$ cat config.mk
export PLATFORM = sky130hd
export DESIGN_NAME = i2c_port_expander
export DESIGN_NICKNAME = d
export VERILOG_FILES = /design/src/rtl/ioexp_pkg.sv /design/src/rtl/ioexp_line_filter.sv /design/src/rtl/ioexp_bus_events.sv /design/src/rtl/i2c_port_expander.sv
export SDC_FILE = /design/constraint.sdc
export NUM_CORES = 1
export LEC_CHECK = 0
export CAP_MARGIN = 0
export CORE_ASPECT_RATIO = 0.7
export CORE_MARGIN = 1
export CORE_UTILIZATION = 42
export DETAILED_ROUTE_END_ITERATION = 16
export MAX_ROUTING_LAYER = met4
export SLEW_MARGIN = 20
export SYNTH_ARGS = -nofsm -noshare
export SYNTH_HDL_FRONTEND = slang
export SYNTH_HIERARCHICAL = 1
export SYNTH_SLANG_ARGS = --single-unit
$ cat constraint.sdc
create_clock -name clk -period 2 [get_ports clk]
set_input_delay 0.3 -clock clk [delete_from_list [all_inputs] [get_ports clk]]
set_output_delay 0.3 -clock clk [all_outputs]
set_load 0.01 [all_outputs]
$ cat src/rtl/ioexp_pkg.sv
package ioexp_pkg;
  localparam int BYTE_W      = 8;
  localparam int SADDR_W     = 7;
  localparam int PIN_ADDR_W  = 3;
  localparam int PREFIX_W    = SADDR_W - PIN_ADDR_W;
  localparam logic [PREFIX_W-1:0] PREFIX_STD = 4'b0100;
  localparam logic [PREFIX_W-1:0] PREFIX_ALT = 4'b0111;

  typedef enum logic [2:0] {
    ST_IDLE,
    ST_ADDR,
    ST_AACK,
    ST_WDAT,
    ST_WACK,
    ST_RDAT,
    ST_RACK
  } slave_state_t;
endpackage

$ cat src/rtl/ioexp_line_filter.sv
module ioexp_line_filter #(
  parameter int SYNC_STAGES = 2,
  parameter int TAPS        = 3
) (
  input  logic clk,
  input  logic rst,
  input  logic din,
  output logic dout
);
  localparam int CW   = $clog2(TAPS + 1);
  localparam int HALF = TAPS / 2;

  logic [SYNC_STAGES-1:0] sync_q;
  logic [TAPS-1:0]        hist_q;
  logic [CW-1:0]          ones;
  logic                   major;

  always_comb begin
    ones = '0;
    for (int i = 0; i < TAPS; i++) ones = ones + CW'(hist_q[i]);
    major = (ones > CW'(HALF));
  end

  always_ff @(posedge clk) begin
    if (rst) begin
      sync_q <= '1;
      hist_q <= '1;
      dout   <= 1'b1;
    end else begin
      sync_q <= {sync_q[SYNC_STAGES-2:0], din};
      hist_q <= {hist_q[TAPS-2:0], sync_q[SYNC_STAGES-1]};
      dout   <= major;
    end
  end
endmodule

$ cat src/rtl/ioexp_bus_events.sv
module ioexp_bus_events (
  input  logic clk,
  input  logic rst,
  input  logic scl_f,
  input  logic sda_f,
  output logic scl_rise,
  output logic scl_fall,
  output logic start_ev,
  output logic stop_ev
);
  logic scl_q, sda_q;

  always_ff @(posedge clk) begin
    if (rst) begin
      scl_q <= 1'b1;
      sda_q <= 1'b1;
    end else begin
      scl_q <= scl_f;
      sda_q <= sda_f;
    end
  end

  assign scl_rise = scl_f & ~scl_q;
  assign scl_fall = ~scl_f & scl_q;
  assign start_ev = scl_f & scl_q & sda_q & ~sda_f;
  assign stop_ev  = scl_f & scl_q & ~sda_q & sda_f;
endmodule

$ cat src/rtl/i2c_port_expander.sv
module i2c_port_expander
  import ioexp_pkg::*;
#(
  parameter int SYNC_STAGES = 2,
  parameter int FILT_TAPS   = 3
) (
  input  logic                  clk,
  input  logic                  rst,
  input  logic                  scl_i,
  input  logic                  sda_i,
  input  logic [PIN_ADDR_W-1:0] addr_pins,
  input  logic                  alt_prefix,
  input  logic [BYTE_W-1:0]     port_in,
  output logic [BYTE_W-1:0]     port_out,
  output logic                  sda_pull,
  output logic                  wr_strobe,
  output logic                  rd_strobe
);
  localparam int NLINES = 2;
  localparam int CNT_W  = $clog2(BYTE_W + 1);
  localparam logic [CNT_W-1:0] FULL = CNT_W'(BYTE_W);

  logic [NLINES-1:0] raw_lines, flt_lines;
  logic scl_f, sda_f;
  logic scl_rise, scl_fall, start_ev, stop_ev;

  assign raw_lines = {sda_i, scl_i};

  for (genvar g = 0; g < NLINES; g++) begin : g_filt
    ioexp_line_filter #(.SYNC_STAGES(SYNC_STAGES), .TAPS(FILT_TAPS)) u_filt (
      .clk (clk),
      .rst (rst),
      .din (raw_lines[g]),
      .dout(flt_lines[g])
    );
  end

  assign scl_f = flt_lines[0];
  assign sda_f = flt_lines[1];

  ioexp_bus_events u_events (
    .clk     (clk),
    .rst     (rst),
    .scl_f   (scl_f),
    .sda_f   (sda_f),
    .scl_rise(scl_rise),
    .scl_fall(scl_fall),
    .start_ev(start_ev),
    .stop_ev (stop_ev)
  );

  slave_state_t         st;
  logic [CNT_W-1:0]     cnt;
  logic [BYTE_W-1:0]    sh;
  logic                 rw;
  logic [SADDR_W-1:0]   own_addr;

  assign own_addr = {(alt_prefix ? PREFIX_ALT : PREFIX_STD), addr_pins};

  always_ff @(posedge clk) begin
    if (rst) begin
      st        <= ST_IDLE;
      cnt       <= '0;
      sh        <= '0;
      rw        <= 1'b0;
      sda_pull  <= 1'b0;
      port_out  <= '1;
      wr_strobe <= 1'b0;
      rd_strobe <= 1'b0;
    end else begin
      wr_strobe <= 1'b0;
      rd_strobe <= 1'b0;
      if (start_ev) begin
        st       <= ST_ADDR;
        cnt      <= '0;
        sda_pull <= 1'b0;
      end else if (stop_ev) begin
        st       <= ST_IDLE;
        sda_pull <= 1'b0;
      end else begin
        case (st)
          ST_ADDR: begin
            if (scl_rise) begin
              sh  <= {sh[BYTE_W-2:0], sda_f};
              cnt <= cnt + 1'b1;
            end else if (scl_fall && cnt == FULL) begin
              if (sh[BYTE_W-1:1] == own_addr) begin
                st       <= ST_AACK;
                rw       <= sh[0];
                sda_pull <= 1'b1;
              end else begin
                st <= ST_IDLE;
              end
            end
          end
          ST_AACK: begin
            if (scl_rise && rw) begin
              sh        <= port_in;
              rd_strobe <= 1'b1;
            end else if (scl_fall) begin
              cnt <= '0;
              if (rw) begin
                st       <= ST_RDAT;
                sda_pull <= ~sh[BYTE_W-1];
              end else begin
                st       <= ST_WDAT;
                sda_pull <= 1'b0;
              end
            end
          end
          ST_WDAT: begin
            if (scl_rise) begin
              sh  <= {sh[BYTE_W-2:0], sda_f};
              cnt <= cnt + 1'b1;
            end else if (scl_fall && cnt == FULL) begin
              st       <= ST_WACK;
              sda_pull <= 1'b1;
            end
          end
          ST_WACK: begin
            if (scl_fall) begin
              port_out  <= sh;
              wr_strobe <= 1'b1;
              sda_pull  <= 1'b0;
              cnt       <= '0;
              st        <= ST_WDAT;
            end
          end
          ST_RDAT: begin
            if (scl_rise) begin
              cnt <= cnt + 1'b1;
            end else if (scl_fall) begin
              if (cnt == FULL) begin
                st       <= ST_RACK;
                sda_pull <= 1'b0;
              end else begin
                sh       <= {sh[BYTE_W-2:0], 1'b0};
                sda_pull <= ~sh[BYTE_W-2];
              end
            end
          end
          ST_RACK: begin
            if (scl_rise) begin
              if (sda_f) begin
                st <= ST_IDLE;
              end else begin
                sh        <= port_in;
                rd_strobe <= 1'b1;
              end
            end else if (scl_fall) begin
              st       <= ST_RDAT;
              cnt      <= '0;
              sda_pull <= ~sh[BYTE_W-1];
            end
          end
          default: st <= ST_IDLE;
        endcase
      end
    end
  end
endmodule

Word level (Yosys, flattened, before mapping)
Cells that the tools add are included.

Reduce and logical (&&, ||, !) cells: 17. Magnitude comparators: 2. Add/subtract/negate cells: 5. Bitwise logic cells: 17. Mux-type cells: 52. Eq/ne operators: 41.

Operators by type and width (number): 8-bit two-way mux (7); 3-bit two-way mux (14); 4-bit != test (second input constant) (10); 2-bit != test (second input constant) (17); 8-bit case mux with 4 select lines (1); 12-bit AND reduction (2); 1-bit two-way mux (20); 3-bit case mux with 6 select lines (1); 4-bit two-way mux (4); 4-bit case mux with 4 select lines (1); 13-bit AND reduction (1); 1-bit NOT (10); 10-bit AND reduction (1); 3-bit == test (second input constant) (3); 4-bit nonzero test (2); 1-bit AND (7); 7-bit by 6-bit == test with 1-bit output (1); 3-bit by 2-bit == test with 1-bit output (second input constant) (2); 1-bit case mux with 6 select lines (1); 6-bit AND reduction (1); 6-bit nonzero test (1); 3-bit OR reduction (2); 5-bit by 4-bit != test with 1-bit output (second input constant) (1); 5-bit != test (second input constant) (1); 16 further kinds (23).

Word-level logic and storage cells: 151. Output and inout bits: 11. Register bits after elaboration: 41. Bits of input ports: 16.

Logic depth before layout (Yosys ltp)
Depth after elaboration: 8. Mapped depth: 8. Gate-level depth less buffers: 7.

By module
The synthesis kept the hierarchy.

By module, submodules not included: i2c_port_expander (seq. area each 540.5 sq um, cells each 183, area each 1560.2 sq um, instances 1); ioexp_line_filter (seq. area each 120.1 sq um, cells each 13, area each 172.7 sq um, instances 2); ioexp_bus_events (seq. area each 40.0 sq um, cells each 8, area each 85.1 sq um, instances 1).

Least setup slack after synthesis
No wires, ideal clock.

Path type: reg-to-reg. Start point: reg u_events.scl_q. End point: reg st[2]. Path slack: 187 ps. Setup time: 116 ps. Clock period less this slack: 1813 ps. Arrival: 1696 ps. Path buffers: 0. Data required time: 1884 ps. Stages on the path, launching flop included: 7. Path through: dfxtp_1 -> nor2b_1 -> a21boi_0 -> o22ai_1 -> nor3_1 -> o221ai_1 -> o211a_1.

Elaborated cells on any way between the ends: 25. Those cells by class: 11 x eq/ne; 2 x mux; 8 x bitwise; 4 x reduce/logical.

RTL lines: start: declaration (line ioexp_bus_events.sv:11) `logic scl_q, sda_q;`; start signal: assignment (line ioexp_bus_events.sv:18) `scl_q <= scl_f;`; 1-bit AND (*) (line ioexp_bus_events.sv:24) `assign scl_fall = ~scl_f & scl_q;`; net scl_fall (line i2c_port_expander.sv:25) `logic scl_rise, scl_fall, start_ev, stop_ev;`; 1-bit logical AND (line i2c_port_expander.sv:86, i2c_port_expander.sv:115); 2-bit != test (no line); 12-bit AND reduction (no line) (*); end signal: assignment (line i2c_port_expander.sv:88) `st <= ST_AACK;`; end signal: assignment (line i2c_port_expander.sv:92) `st <= ST_IDLE;`; end signal: assignment (line i2c_port_expander.sv:116) `st <= ST_WACK;`; end: declaration (line i2c_port_expander.sv:52) `slave_state_t st;`.

The timed path passes the listed nets; every way through them passes the cells marked *. A chain may end at the register's enable or synchronous reset.

Final worst setup path
Start point: reg cnt[1]. End point: reg st[0].

Longest elaborated chain between the ends: 4. Elaborated cells on any way between the ends: 6. Those cells by class: 4 x eq/ne; 2 x reduce/logical.

RTL lines: start: declaration (line i2c_port_expander.sv:53) `logic [CNT_W-1:0] cnt;`; start signal: assignment (line i2c_port_expander.sv:85) `cnt <= cnt + 1'b1;`; start signal: assignment (line i2c_port_expander.sv:114) `cnt <= cnt + 1'b1;`; start signal: assignment (line i2c_port_expander.sv:131) `cnt <= cnt + 1'b1;`; 4-bit == test (*) (line i2c_port_expander.sv:86, i2c_port_expander.sv:115, i2c_port_expander.sv:133); 1-bit logical AND (line i2c_port_expander.sv:86, i2c_port_expander.sv:115); 4-bit != test (no line); 12-bit AND reduction (no line) (*); end signal: assignment (line i2c_port_expander.sv:88); end signal: assignment (line i2c_port_expander.sv:116); end signal: assignment (line i2c_port_expander.sv:134) `st <= ST_RACK;`.

Mark *: on every way between the ends. The rest lies on a longest branch, timed or not.

==> reports/results.ini <==
[final_layout]
layout.nets = 281
fin_cells = 317
antenna-diode-count = 0
drive_gt1_share_pct = 17.2
area_growth_pct = 27.4
utilization_pct = 56.9
final_area_um2 = 2540

[logic_synthesis]
synthMostInstantiatedCell = dfxtp_1
synthTopCellsByCount = 41 x dfxtp_1, 22 x nand2_1, 16 x nor2_1, 13 x or2_1, 11 x a211o_1
synth_cell_types = 54
synth-edff-count = 0
ys_seq_area_share_pct = 41.2
synth_top_area_cell = dfxtp_1
synthCells = 217
ys_seq_elements = 41
yosys_warnings = 6
syn_nets = 237
synth_top_area_share_pct = 41.2
synthTopCellsByArea = dfxtp_1 41%, a211o_1 4.8%, nand2_1 4.1%
netlist_area_um2 = 1990
ys.flop_type = dfxtp_1
syn_avg_cell_area_um2 = 9.17
async_flop_share_pct = 0

[cts]
h-tree-depth = 2
clkLatencyLatePin_ps = 290
cts_tree = yes
cts_sinks = 41
cts_setup_buffers = 0
clockRootBuffer = clkbuf_8
cts_hold_buf = 0
cts_buffer_depth = 2
clk_pin_slew_worst_paths_ps = 70
numCtsBuffers = 5

[worst_setup_path]
crit_arrival_ps = 2140
crit_fanout = 3
worstSetupPathType = reg -> reg
crit_required_ps = 2210
cp-end-kind = flop
start_kind = flop

[die]
core-area_um2 = 4450
start_util_pct = 44.7
dieArea_um2 = 5020
die_x_um = 84.3
rows = 20
die_height_um = 59.6
io_pins = 27

[drt]
ant_nets = 0
wl_mm = 4.76
vias = 1755
viasPerCell = 5.54
drc = 4
drt_first_iter_violations = 142
post_drt_wl_per_cell_um = 15.0
drtPass1Iterations = 10

[hold_path]
worst_hold_path_type = reg -> reg

[sta]
fin_ws_ps = 71.5
tightest_slew_ps = 371
hold_viol = 0
drv_slew = 0
min_period_ps = 1930
slew_headroom_pct = 75.2
setup-tns-final_ps = 0
max_freq_ghz = 0.519
setup-violations-final = 0
period_share_pct = 96.4
fin_worst_skew_ps = 4.52

[global_routing]
grt_antenna_before_repair = 0
grt_pass1_wl_mm = 7.76
grt_overflow = 0
grtUsageTotal_pct = 20.9
grt_max_degree = 24
grt_pass1_vias = 1569

[place]
postPlaceCellArea_um2 = 2440
place_ws_ps = -96.1
gp_congestion = 0.862
hpwl_mm = 3.52
dp.cells = 309
numPortBuffers = 26

[power_and_ir_drop]
p_per_area_nw_per_um2 = 929
leakage_nw = 0.979
ir_drop_mv = 0.363

[job]
drv_cap = 0

[status]
status = complete, but fails checks
failed_checks = DRC

[flip-flops by register name (all words and copies together), names as in the netlist]
name                  count
cnt                       4
st                        3
rw                        1
wr_strobe                 1
sda_pull                  1
g_filt.u_filt/sync_q      4
u_events/sda_q            1
port_out                  8
g_filt.u_filt/hist_q      6
sh                        8
rd_strobe                 1
g_filt.u_filt/dout        2
u_events/scl_q            1
[where the power goes]
group / internal, W / switching [W]
Clock: 0.000242 / 0.000277
Sequential: 0.000876 / 0.0000700
Combinational: 0.000421 / 0.000470
[stage by stage]
stage	hold WS, ps	total power [W]
global placement	388	0.00181
CTS	417	0.00235
global route	429	0.00248
detailed placement	399	0.00183
floorplan	383	0.00149
finish	412	0.00236
[worst max-delay path: stages (launching register included)]
cell and delay (ps):
dfxtp_1 360, inv_1 70, ha_1 190, and3b_1 240, a221oi_2 350, nor3_2 120
buf_4 150, o31a_1 230, nor3_1 150
[cell usage in the layout, fill, tap and decap left out, drive strengths merged, types with 2 or more instances in the layout]
cell,n
a211o,11
a32oi,2
o211ai,2
nor2,16
nor3,7
xor2,3
dfxtp,41
and3,10
mux2i,3
or3,2
a21oi,4
nor2b,4
nand2,22
clkbuf,6
or2,13
clkdlybuf4s50,26
inv,5
nor3b,2
o21ai,5
a21boi,4
a211oi,5
nand3,5
buf,23
nand3b,4
clkinv,2
and2,2
and4,2
a311oi,7
or3b,2
and4b,2
ha,4
[kinds of logic (layout without fill, tap and decap cells)]
kind of cell	count (synthesis)	count (layout)	synth area share [%]
xor gates and xnor gates	4	4	1.76
AOI/OAI and AO/OA	50	50	21.6
adders and majority gates	4	4	2.51
and+or+nand+nor	97	97	26.8
DFF	41	41	41.2
buffers and inverters	17	62	4.09
muxes	4	4	2.07
[worst paths after layout]
check,depth (start not counted),endpoint,start,slack [ps]
max,8,st[0]$_SDFFE_PP0P_,cnt[1]$_SDFFE_PP0P_,70
min,1,g_filt[0].u_filt/sync_q[1]$_SDFF_PP1_,g_filt[0].u_filt/sync_q[0]$_SDFF_PP1_,410
max reg2reg,8,st[0]$_SDFFE_PP0P_,cnt[1]$_SDFFE_PP0P_,70
min reg2reg,1,g_filt[0].u_filt/sync_q[1]$_SDFF_PP1_,g_filt[0].u_filt/sync_q[0]$_SDFF_PP1_,410
[final cells by class]
class                      instances  area (um^2)
clock buffer                       6         72.6
clock inverter                     2         10.0
fill                             421         1920
inverter                           5         18.8
multi-input combinational        159         1100
sequential                        41          822
tap                               55         68.8
timing repair buffer              49          445
[per-layer routing]
metal  share of wire, %  track usage [%]
met3                3.0             3.76
met4               0.97             5.91
met1                 53             29.6
met5                  0                -
met2                 43             30.4
[repair_timing]
action                                 CTS  global route
endpoints found under the hold margin    0             0
setup endpoints to repair                0            13
gates resized for setup                  0             4
Power figures use the tool's default switching activity.
